`config.mk`:
```
export PLATFORM = sky130hd
export DESIGN_NAME = tfr_status_top
export DESIGN_NICKNAME = d
export VERILOG_FILES = /design/src/rtl/tfr_pkg.sv /design/src/rtl/tfr_trig_edge.sv /design/src/rtl/tfr_chan_slice.sv /design/src/rtl/tfr_status_top.sv
export SDC_FILE = /design/constraint.sdc
export NUM_CORES = 1
export LEC_CHECK = 0
export BUFFER_PORTS_ARGS = -buffer_cell sky130_fd_sc_hd__buf_2
export CAP_MARGIN = 0
export CORE_MARGIN = 5
export CORE_UTILIZATION = 32
export DETAILED_ROUTE_END_ITERATION = 6
export PLACE_DENSITY = 0.94
export SLEW_MARGIN = 30
export SYNTH_ARGS = -nofsm -noshare
export SYNTH_HDL_FRONTEND = slang
export SYNTH_HIERARCHICAL = 1
export SYNTH_SLANG_ARGS = --single-unit
```
`constraint.sdc`:
```
create_clock -name clk_i -period 3 [get_ports clk_i]
set_input_delay 0.45 -clock clk_i [delete_from_list [all_inputs] [get_ports clk_i]]
set_output_delay 0.45 -clock clk_i [all_outputs]
set_load 0.02 [all_outputs]
```
`src/rtl/tfr_pkg.sv`:
```
package tfr_pkg;
  localparam int unsigned NCH      = 4;
  localparam int unsigned WORD_W   = 32;
  localparam int unsigned STRB_W   = WORD_W / 8;
  localparam int unsigned UPD_POS  = 0;
  localparam int unsigned CC_BASE  = 1;
  localparam int unsigned TRG_POS  = 6;
  localparam int unsigned OC_BASE  = 9;

  typedef enum logic [2:0] {
    SLV_OFF   = 3'd0,
    SLV_PAUSE = 3'd5
  } slv_code_e;

  function automatic logic [WORD_W-1:0] used_mask();
    logic [WORD_W-1:0] m;
    m = '0;
    m[UPD_POS] = 1'b1;
    m[TRG_POS] = 1'b1;
    for (int i = 0; i < int'(NCH); i++) begin
      m[CC_BASE + i] = 1'b1;
      m[OC_BASE + i] = 1'b1;
    end
    return m;
  endfunction
endpackage

```
`src/rtl/tfr_trig_edge.sv`:
```
module tfr_trig_edge
  import tfr_pkg::*;
#(
  parameter int unsigned SYNC_STAGES = 2
) (
  input  logic       clk_i,
  input  logic       rst_ni,
  input  logic       trig_i,
  input  logic       trig_pol_i,
  input  logic [2:0] slv_mode_i,
  output logic       trig_evt_o
);
  logic [SYNC_STAGES-1:0] sync_q;
  logic                   prev_q;
  logic                   lvl;
  logic                   rise;
  logic                   fall;
  logic                   is_off;
  logic                   is_pause;

  generate
    if (SYNC_STAGES == 1) begin : g_one
      always_ff @(posedge clk_i or negedge rst_ni) begin
        if (!rst_ni) sync_q <= '0;
        else         sync_q <= trig_i;
      end
    end else begin : g_chain
      always_ff @(posedge clk_i or negedge rst_ni) begin
        if (!rst_ni) sync_q <= '0;
        else         sync_q <= {sync_q[SYNC_STAGES-2:0], trig_i};
      end
    end
  endgenerate

  assign lvl = sync_q[SYNC_STAGES-1];

  always_ff @(posedge clk_i or negedge rst_ni) begin
    if (!rst_ni) prev_q <= 1'b0;
    else         prev_q <= lvl;
  end

  assign rise     = lvl & ~prev_q;
  assign fall     = ~lvl & prev_q;
  assign is_off   = (slv_mode_i == SLV_OFF);
  assign is_pause = (slv_mode_i == SLV_PAUSE);

  always_comb begin
    if (is_off)        trig_evt_o = 1'b0;
    else if (is_pause) trig_evt_o = rise | fall;
    else               trig_evt_o = trig_pol_i ? fall : rise;
  end


  pause_both_chk: assert property (@(posedge clk_i) disable iff (!rst_ni)
    (slv_mode_i == 3'd5 && (lvl != prev_q)) |-> trig_evt_o);


  off_quiet_chk: assert property (@(posedge clk_i) disable iff (!rst_ni)
    (slv_mode_i == 3'd0) |-> !trig_evt_o);
endmodule

```
`src/rtl/tfr_chan_slice.sv`:
```
module tfr_chan_slice (
  input  logic clk_i,
  input  logic rst_ni,
  input  logic cap_evt_i,
  input  logic cmp_evt_i,
  input  logic is_input_i,
  input  logic cc_clr_i,
  input  logic oc_clr_i,
  output logic cc_flag_o,
  output logic oc_flag_o
);
  logic cc_q;
  logic oc_q;
  logic cc_set;
  logic oc_set;

  assign cc_set = is_input_i ? cap_evt_i : cmp_evt_i;
  assign oc_set = is_input_i & cap_evt_i & cc_q;

  always_ff @(posedge clk_i or negedge rst_ni) begin
    if (!rst_ni) begin
      cc_q <= 1'b0;
      oc_q <= 1'b0;
    end else begin
      cc_q <= (cc_q & ~cc_clr_i) | cc_set;
      oc_q <= (oc_q & ~oc_clr_i) | oc_set;
    end
  end

  assign cc_flag_o = cc_q;
  assign oc_flag_o = oc_q;


  cap_sets_chk: assert property (@(posedge clk_i) disable iff (!rst_ni)
    (is_input_i && cap_evt_i) |=> cc_flag_o);


  overcap_chk: assert property (@(posedge clk_i) disable iff (!rst_ni)
    (is_input_i && cap_evt_i && cc_flag_o) |=> oc_flag_o);


  out_no_oc_chk: assert property (@(posedge clk_i) disable iff (!rst_ni)
    (!is_input_i && !oc_flag_o) |=> !oc_flag_o);


  cc_clear_chk: assert property (@(posedge clk_i) disable iff (!rst_ni)
    (cc_clr_i && !cap_evt_i && !cmp_evt_i) |=> !cc_flag_o);
endmodule

```
`src/rtl/tfr_status_top.sv`:
```
module tfr_status_top
  import tfr_pkg::*;
#(
  parameter int unsigned SYNC_STAGES = 2
) (
  input  logic              clk_i,
  input  logic              rst_ni,
  input  logic              upd_evt_i,
  input  logic [NCH-1:0]    cap_evt_i,
  input  logic [NCH-1:0]    cmp_evt_i,
  input  logic [NCH-1:0]    chan_in_i,
  input  logic              trig_i,
  input  logic              trig_pol_i,
  input  logic [2:0]        slv_mode_i,
  input  logic              wr_en_i,
  input  logic [STRB_W-1:0] wr_strb_i,
  input  logic [WORD_W-1:0] wr_data_i,
  input  logic [WORD_W-1:0] irq_en_i,
  output logic [WORD_W-1:0] rd_data_o,
  output logic              irq_o
);
  localparam logic [WORD_W-1:0] USED = used_mask();

  logic              wr_ok;
  logic [WORD_W-1:0] clr_vec;
  logic              upd_q;
  logic              trg_q;
  logic              trig_evt;
  logic [NCH-1:0]    cc_flags;
  logic [NCH-1:0]    oc_flags;
  logic [WORD_W-1:0] word;
  logic              unused_wr_bits;

  assign wr_ok   = wr_en_i & (&wr_strb_i);
  assign clr_vec = wr_ok ? (~wr_data_i & USED) : '0;
  assign unused_wr_bits = ^(wr_data_i & ~USED);

  tfr_trig_edge #(.SYNC_STAGES(SYNC_STAGES)) u_trig (
    .clk_i      (clk_i),
    .rst_ni     (rst_ni),
    .trig_i     (trig_i),
    .trig_pol_i (trig_pol_i),
    .slv_mode_i (slv_mode_i),
    .trig_evt_o (trig_evt)
  );

  always_ff @(posedge clk_i or negedge rst_ni) begin
    if (!rst_ni) begin
      upd_q <= 1'b0;
      trg_q <= 1'b0;
    end else begin
      upd_q <= (upd_q & ~clr_vec[UPD_POS]) | upd_evt_i;
      trg_q <= (trg_q & ~clr_vec[TRG_POS]) | trig_evt;
    end
  end

  for (genvar c = 0; c < int'(NCH); c++) begin : g_ch
    tfr_chan_slice u_slice (
      .clk_i      (clk_i),
      .rst_ni     (rst_ni),
      .cap_evt_i  (cap_evt_i[c]),
      .cmp_evt_i  (cmp_evt_i[c]),
      .is_input_i (chan_in_i[c]),
      .cc_clr_i   (clr_vec[CC_BASE + c]),
      .oc_clr_i   (clr_vec[OC_BASE + c]),
      .cc_flag_o  (cc_flags[c]),
      .oc_flag_o  (oc_flags[c])
    );
  end

  always_comb begin
    word = '0;
    word[UPD_POS] = upd_q;
    word[TRG_POS] = trg_q;
    word[CC_BASE +: NCH] = cc_flags;
    word[OC_BASE +: NCH] = oc_flags;
  end

  assign rd_data_o = word;
  assign irq_o     = |(word & irq_en_i);


  rsvd_zero_chk: assert property (@(posedge clk_i) disable iff (!rst_ni)
    (rd_data_o & ~USED) == '0);


  upd_set_chk: assert property (@(posedge clk_i) disable iff (!rst_ni)
    upd_evt_i |=> rd_data_o[0]);


  trig_set_chk: assert property (@(posedge clk_i) disable iff (!rst_ni)
    trig_evt |=> rd_data_o[6]);


  partial_strb_chk: assert property (@(posedge clk_i) disable iff (!rst_ni)
    (wr_en_i && wr_strb_i != 4'hF && rd_data_o[0]) |=> rd_data_o[0]);
endmodule

```
# After elaboration in Yosys (flattened, before gate mapping)
# Index checks and enable logic that the tools add are counted.
classes:
  eq_ne: 1
  mux: 8
  n_reduce_logical: 3
  bitwise: 46
ops:
  columns: ["operator", "count"]
  rows:
  - ["bitwise AND 13 x 32 -> 32 bit", 1]
  - ["OR reduction 32 bit", 1]
  - ["bitwise AND 1 bit", 21]
  - ["two-way mux 13 bit", 1]
  - ["inverter 13 bit", 1]
  - ["inverter 1 bit", 12]
  - ["bitwise OR 1 bit", 11]
  - ["two-way mux 1 bit", 7]
  - ["AND reduction 4 bit", 1]
  - ["equality test 3 bit (second input constant)", 1]
  - ["logical NOT 3 bit", 1]
totals:
  inputBits: 89
  reg_bits: 13
  word_cells: 70
  output_inout_bits: 33

# Depth between registers and ports, before layout
depth:
  ltp_word: 6
  depth_mapped: 7
  depth_no_buf: 7

# Hierarchy
# Netlist, hierarchy kept.
by_module_without_submodules:
  columns: ["module", "seq_area_each_um2", "cells_each", "area_each_um2", "instances"]
  rows:
  - ["tfr_status_top", 50.0, 47, 375.4, 1]
  - ["tfr_chan_slice", 50.0, 8, 82.6, 4]
  - ["tfr_trig_edge", 75.1, 13, 147.6, 1]

# Worst setup path before layout
# OpenSTA, ideal clock, no wires.
synth_path:
  kind: "reg2out"
  start: "register g_ch[2].u_slice.oc_q"
  end: "output port irq_o"
  t_arrival_ps: 1117
  path_stages_with_launch: 4
  required_time_ps: 2550
  slack_ps: 1433
  cell_sequence: "dfrtp_1 a22o_1 a221oi_2 nand4_1"
synth_via:
  elab_chain_cells: 2
synth_lines:
  columns: ["element", "line", "rtl"]
  rows:
  - ["start, declared", "tfr_chan_slice.sv:13", "logic oc_q;"]
  - ["start signal, assigned", "tfr_chan_slice.sv:26", "oc_q <= (oc_q & ~oc_clr_i) | oc_set;"]
  - ["bitwise AND 13 x 32 -> 32 bit", "tfr_status_top.sv:80", "assign irq_o = |(word & irq_en_i);"]
  - ["OR reduction 32 bit", "tfr_status_top.sv:80", null]
  - ["end, declared", "tfr_status_top.sv:20", "output logic irq_o"]
# No other way between the ends.

# Worst setup path after layout
# Same ends and word-level chain as after synthesis.

==> run summary <==
Synth async-reset ratio = 100%
Yosys top cell by area = dfrtp_1
Fin crit period = 1.84 ns
Largest net degree at the start of global routing = 14
Clk Latency, worst-skew pair = 0.27 ns
Synth warnings = 6
Final Max Slew Viols = 0
Num CTS Buffers = 3
CTS Root Cell = clkbuf_4
Drt via density = 4.26
Critical Path Max Stage Delay = 0.39 ns
Top-count cell post-synth = buf_4
Chip height = 61.6 um
CP max-delay cell = dfrtp_1
RSZ-0062 raised after global routing = false
Cell count after synthesis = 92
GRT overflow = 0
Post-CTS Hold Fix Bufs = 0
Post-Route WL = 1990 um
Yosys top cell area share = 38.1%
Crit end category = output port
Antenna cell count = 0
Top Metal Used = met3
Max clock buf depth = 2
Die W = 61.6 um
R2R depth = 7
Seq cells post-synth = 13
Via count = 758
Synthesized area = 853 um^2
First DRT Iteration DRCs = 14
Finished Layout Cells = 178
Post-synth EDFFs = 0
Synth area leaders = dfrtp_1 (38%), buf_4 (21%), mux2i_1 (5.9%)
Pwr dens = 347 nW/um^2
TritonCTS clock tree = built
FMAX = 544 MHz
Max FO, Critical Path = 3
Routed wire length per instance = 11.2 um
Post-layout util = 43.3%
Share of post-route cells with drive strength above 1 = 42.6%
Core outline area = 2520 um^2
Clock Skew = 0.00470 ns
Critical Path RT = 2.55 ns
Placed Cells = 174
WS Path Type = reg2out
Yosys cell types = 22
Hold Vio Cnt, Final = 0
LEAKAGE = 0.617 nW
Final nets = 240
Initial Utilization = 33.8%
Cts repair resizes = 0
Io pins = 122
Worst path cell trace = a22o_1 -> a221oi_2 -> nand4_1 -> buf_2
Global-route wire length before repair = 2740 um
Total power = 379 uW
Clk sink count = 13
Hold Crit Class = in2async
HPWL after detailed placement = 1740 um
Drt first pass iters = 2
Setup Buffers After CTS = 0
Total area of sequential cells = 325 um^2
Status = completed
Area occupied by multi-input gates = 385 um^2
Final setup fails = 0
Global Route Usage Sum = 10.1%
Detail Route Antenna Nets = 0
Sequential fraction of the synthesis area = 38.1%
Peak supply drop = 205 uV
Setup TNS = 0 ns
Met2 routed WL = 1040 um
Vias in the first global route = 656
Port-buffer cells = 55
CP arrival = 1.39 ns
Syn_area_per_cell = 9.28 um^2
Rows = 18
GP Congestion = 0.690
Final worst path period share = 61.2%
# DRC = 0
Clk slew on worst S/H paths = 0.08 ns
Initial antenna violation count = 0
Top FF cell, synth = dfrtp_1
Fill cells = 257
Die ar. = 3800 um^2
CP startpoint kind = register
H-tree depth = 1
Met3 Routed Length = 259 um
M1 WL = 691 um
Post-synth top cells = buf_4 (24), dfrtp_1 (13), inv_1 (11), nor2_1 (8), mux2i_1 (5)
Synth-to-Final Area Change = 27.9%
Max_cap viols = 0
-- logic make-up (layout without fill, tap and decap cells) --
logic type / Yosys count / count (layout) / share of synthesized area [%]
buf+inv: 35 / 70 / 26.0
compound gates: 18 / 18 / 14.5
simple gates: 18 / 18 / 12.2
flops: 13 / 13 / 38.1
mux: 5 / 5 / 5.87
fa+ha+maj: 2 / 2 / 2.93
other cells: 1 / 22 / 0.439
-- area by class of cell --
| class | count | share of cell area, % |
|---|---|---|
| timing repair buffer | 55 | 25.2 |
| clock buffer | 4 | 2.41 |
| inverter | 11 | 3.78 |
| multi-input combinational | 65 | 35.3 |
| tap | 30 | 3.44 |
| sequential | 13 | 29.8 |
-- layout by cell type, fill, tap and decap left out, types with 2 or more instances in the layout --
cell,n
buf_2,55
nor2_1,8
clkbuf_4,3
nand3_1,4
a22oi_1,3
inv_1,11
o22a_1,2
o21ai_1,4
ha_1,2
or2_2,2
conb_1,22
o21ai_0,4
mux2i_1,5
dfrtp_1,13
-- report_power, final --
part | switching (mW) | internal (mW) | total (mW)
Combinational | 0.0540 | 0.0361 | 0.0901
Clock | 0.0522 | 0.0514 | 0.104
Sequential | 0.00430 | 0.181 | 0.185
-- through the flow --
step                      area (um^2)  setup WS, ns  hold slack [ns]
after floorplan                   932          1.43            0.154
after global placement           1060          1.29            0.333
after detailed placement         1060          1.28            0.336
after CTS                        1090          1.10           0.0451
after global routing             1090          1.05           0.0602
final                            1090          1.16           0.0514
-- final timing paths --
check / slack [ns] / end / from
hold reg to reg: 0.35 / u_trig/sync_q[1] / u_trig/sync_q[0]
max in group asynchronous: 2.72 / g_ch[0].u_slice/cc_flag_o / rst_ni
min in group clk_i: 0.29 / u_trig/sync_q[0] / trig_i
setup / recovery: 1.16 / irq_o / g_ch[2].u_slice/oc_flag_o
setup reg to reg: 1.43 / trg_q / u_trig/sync_q[1]
hold / removal: 0.05 / trg_q / rst_ni
-- worst max-delay path, delay by kind of cell, from the launching register on --
family,cells,cell delay [ns]
DFF,1,0.39
AOI/OAI and AO/OA,2,0.44
buffers and inverters,1,0.17
and+or+nand+nor,1,0.12
-- state kept, by name (all words and copies together), names as in the netlist --
name,count
g_ch.u_slice/cc_flag_o,4
u_trig/prev_q,1
upd_q,1
g_ch.u_slice/oc_flag_o,4
u_trig/sync_q,2
trg_q,1
-- per-layer routing --
layer	global-route usage, %	vias up
met5	0	-
met4	0.909	0
met3	4.40	0
met2	17.5	43
met1	12.1	337
li1	-	378
No activity file was read; power rests on OpenSTA's default activity.
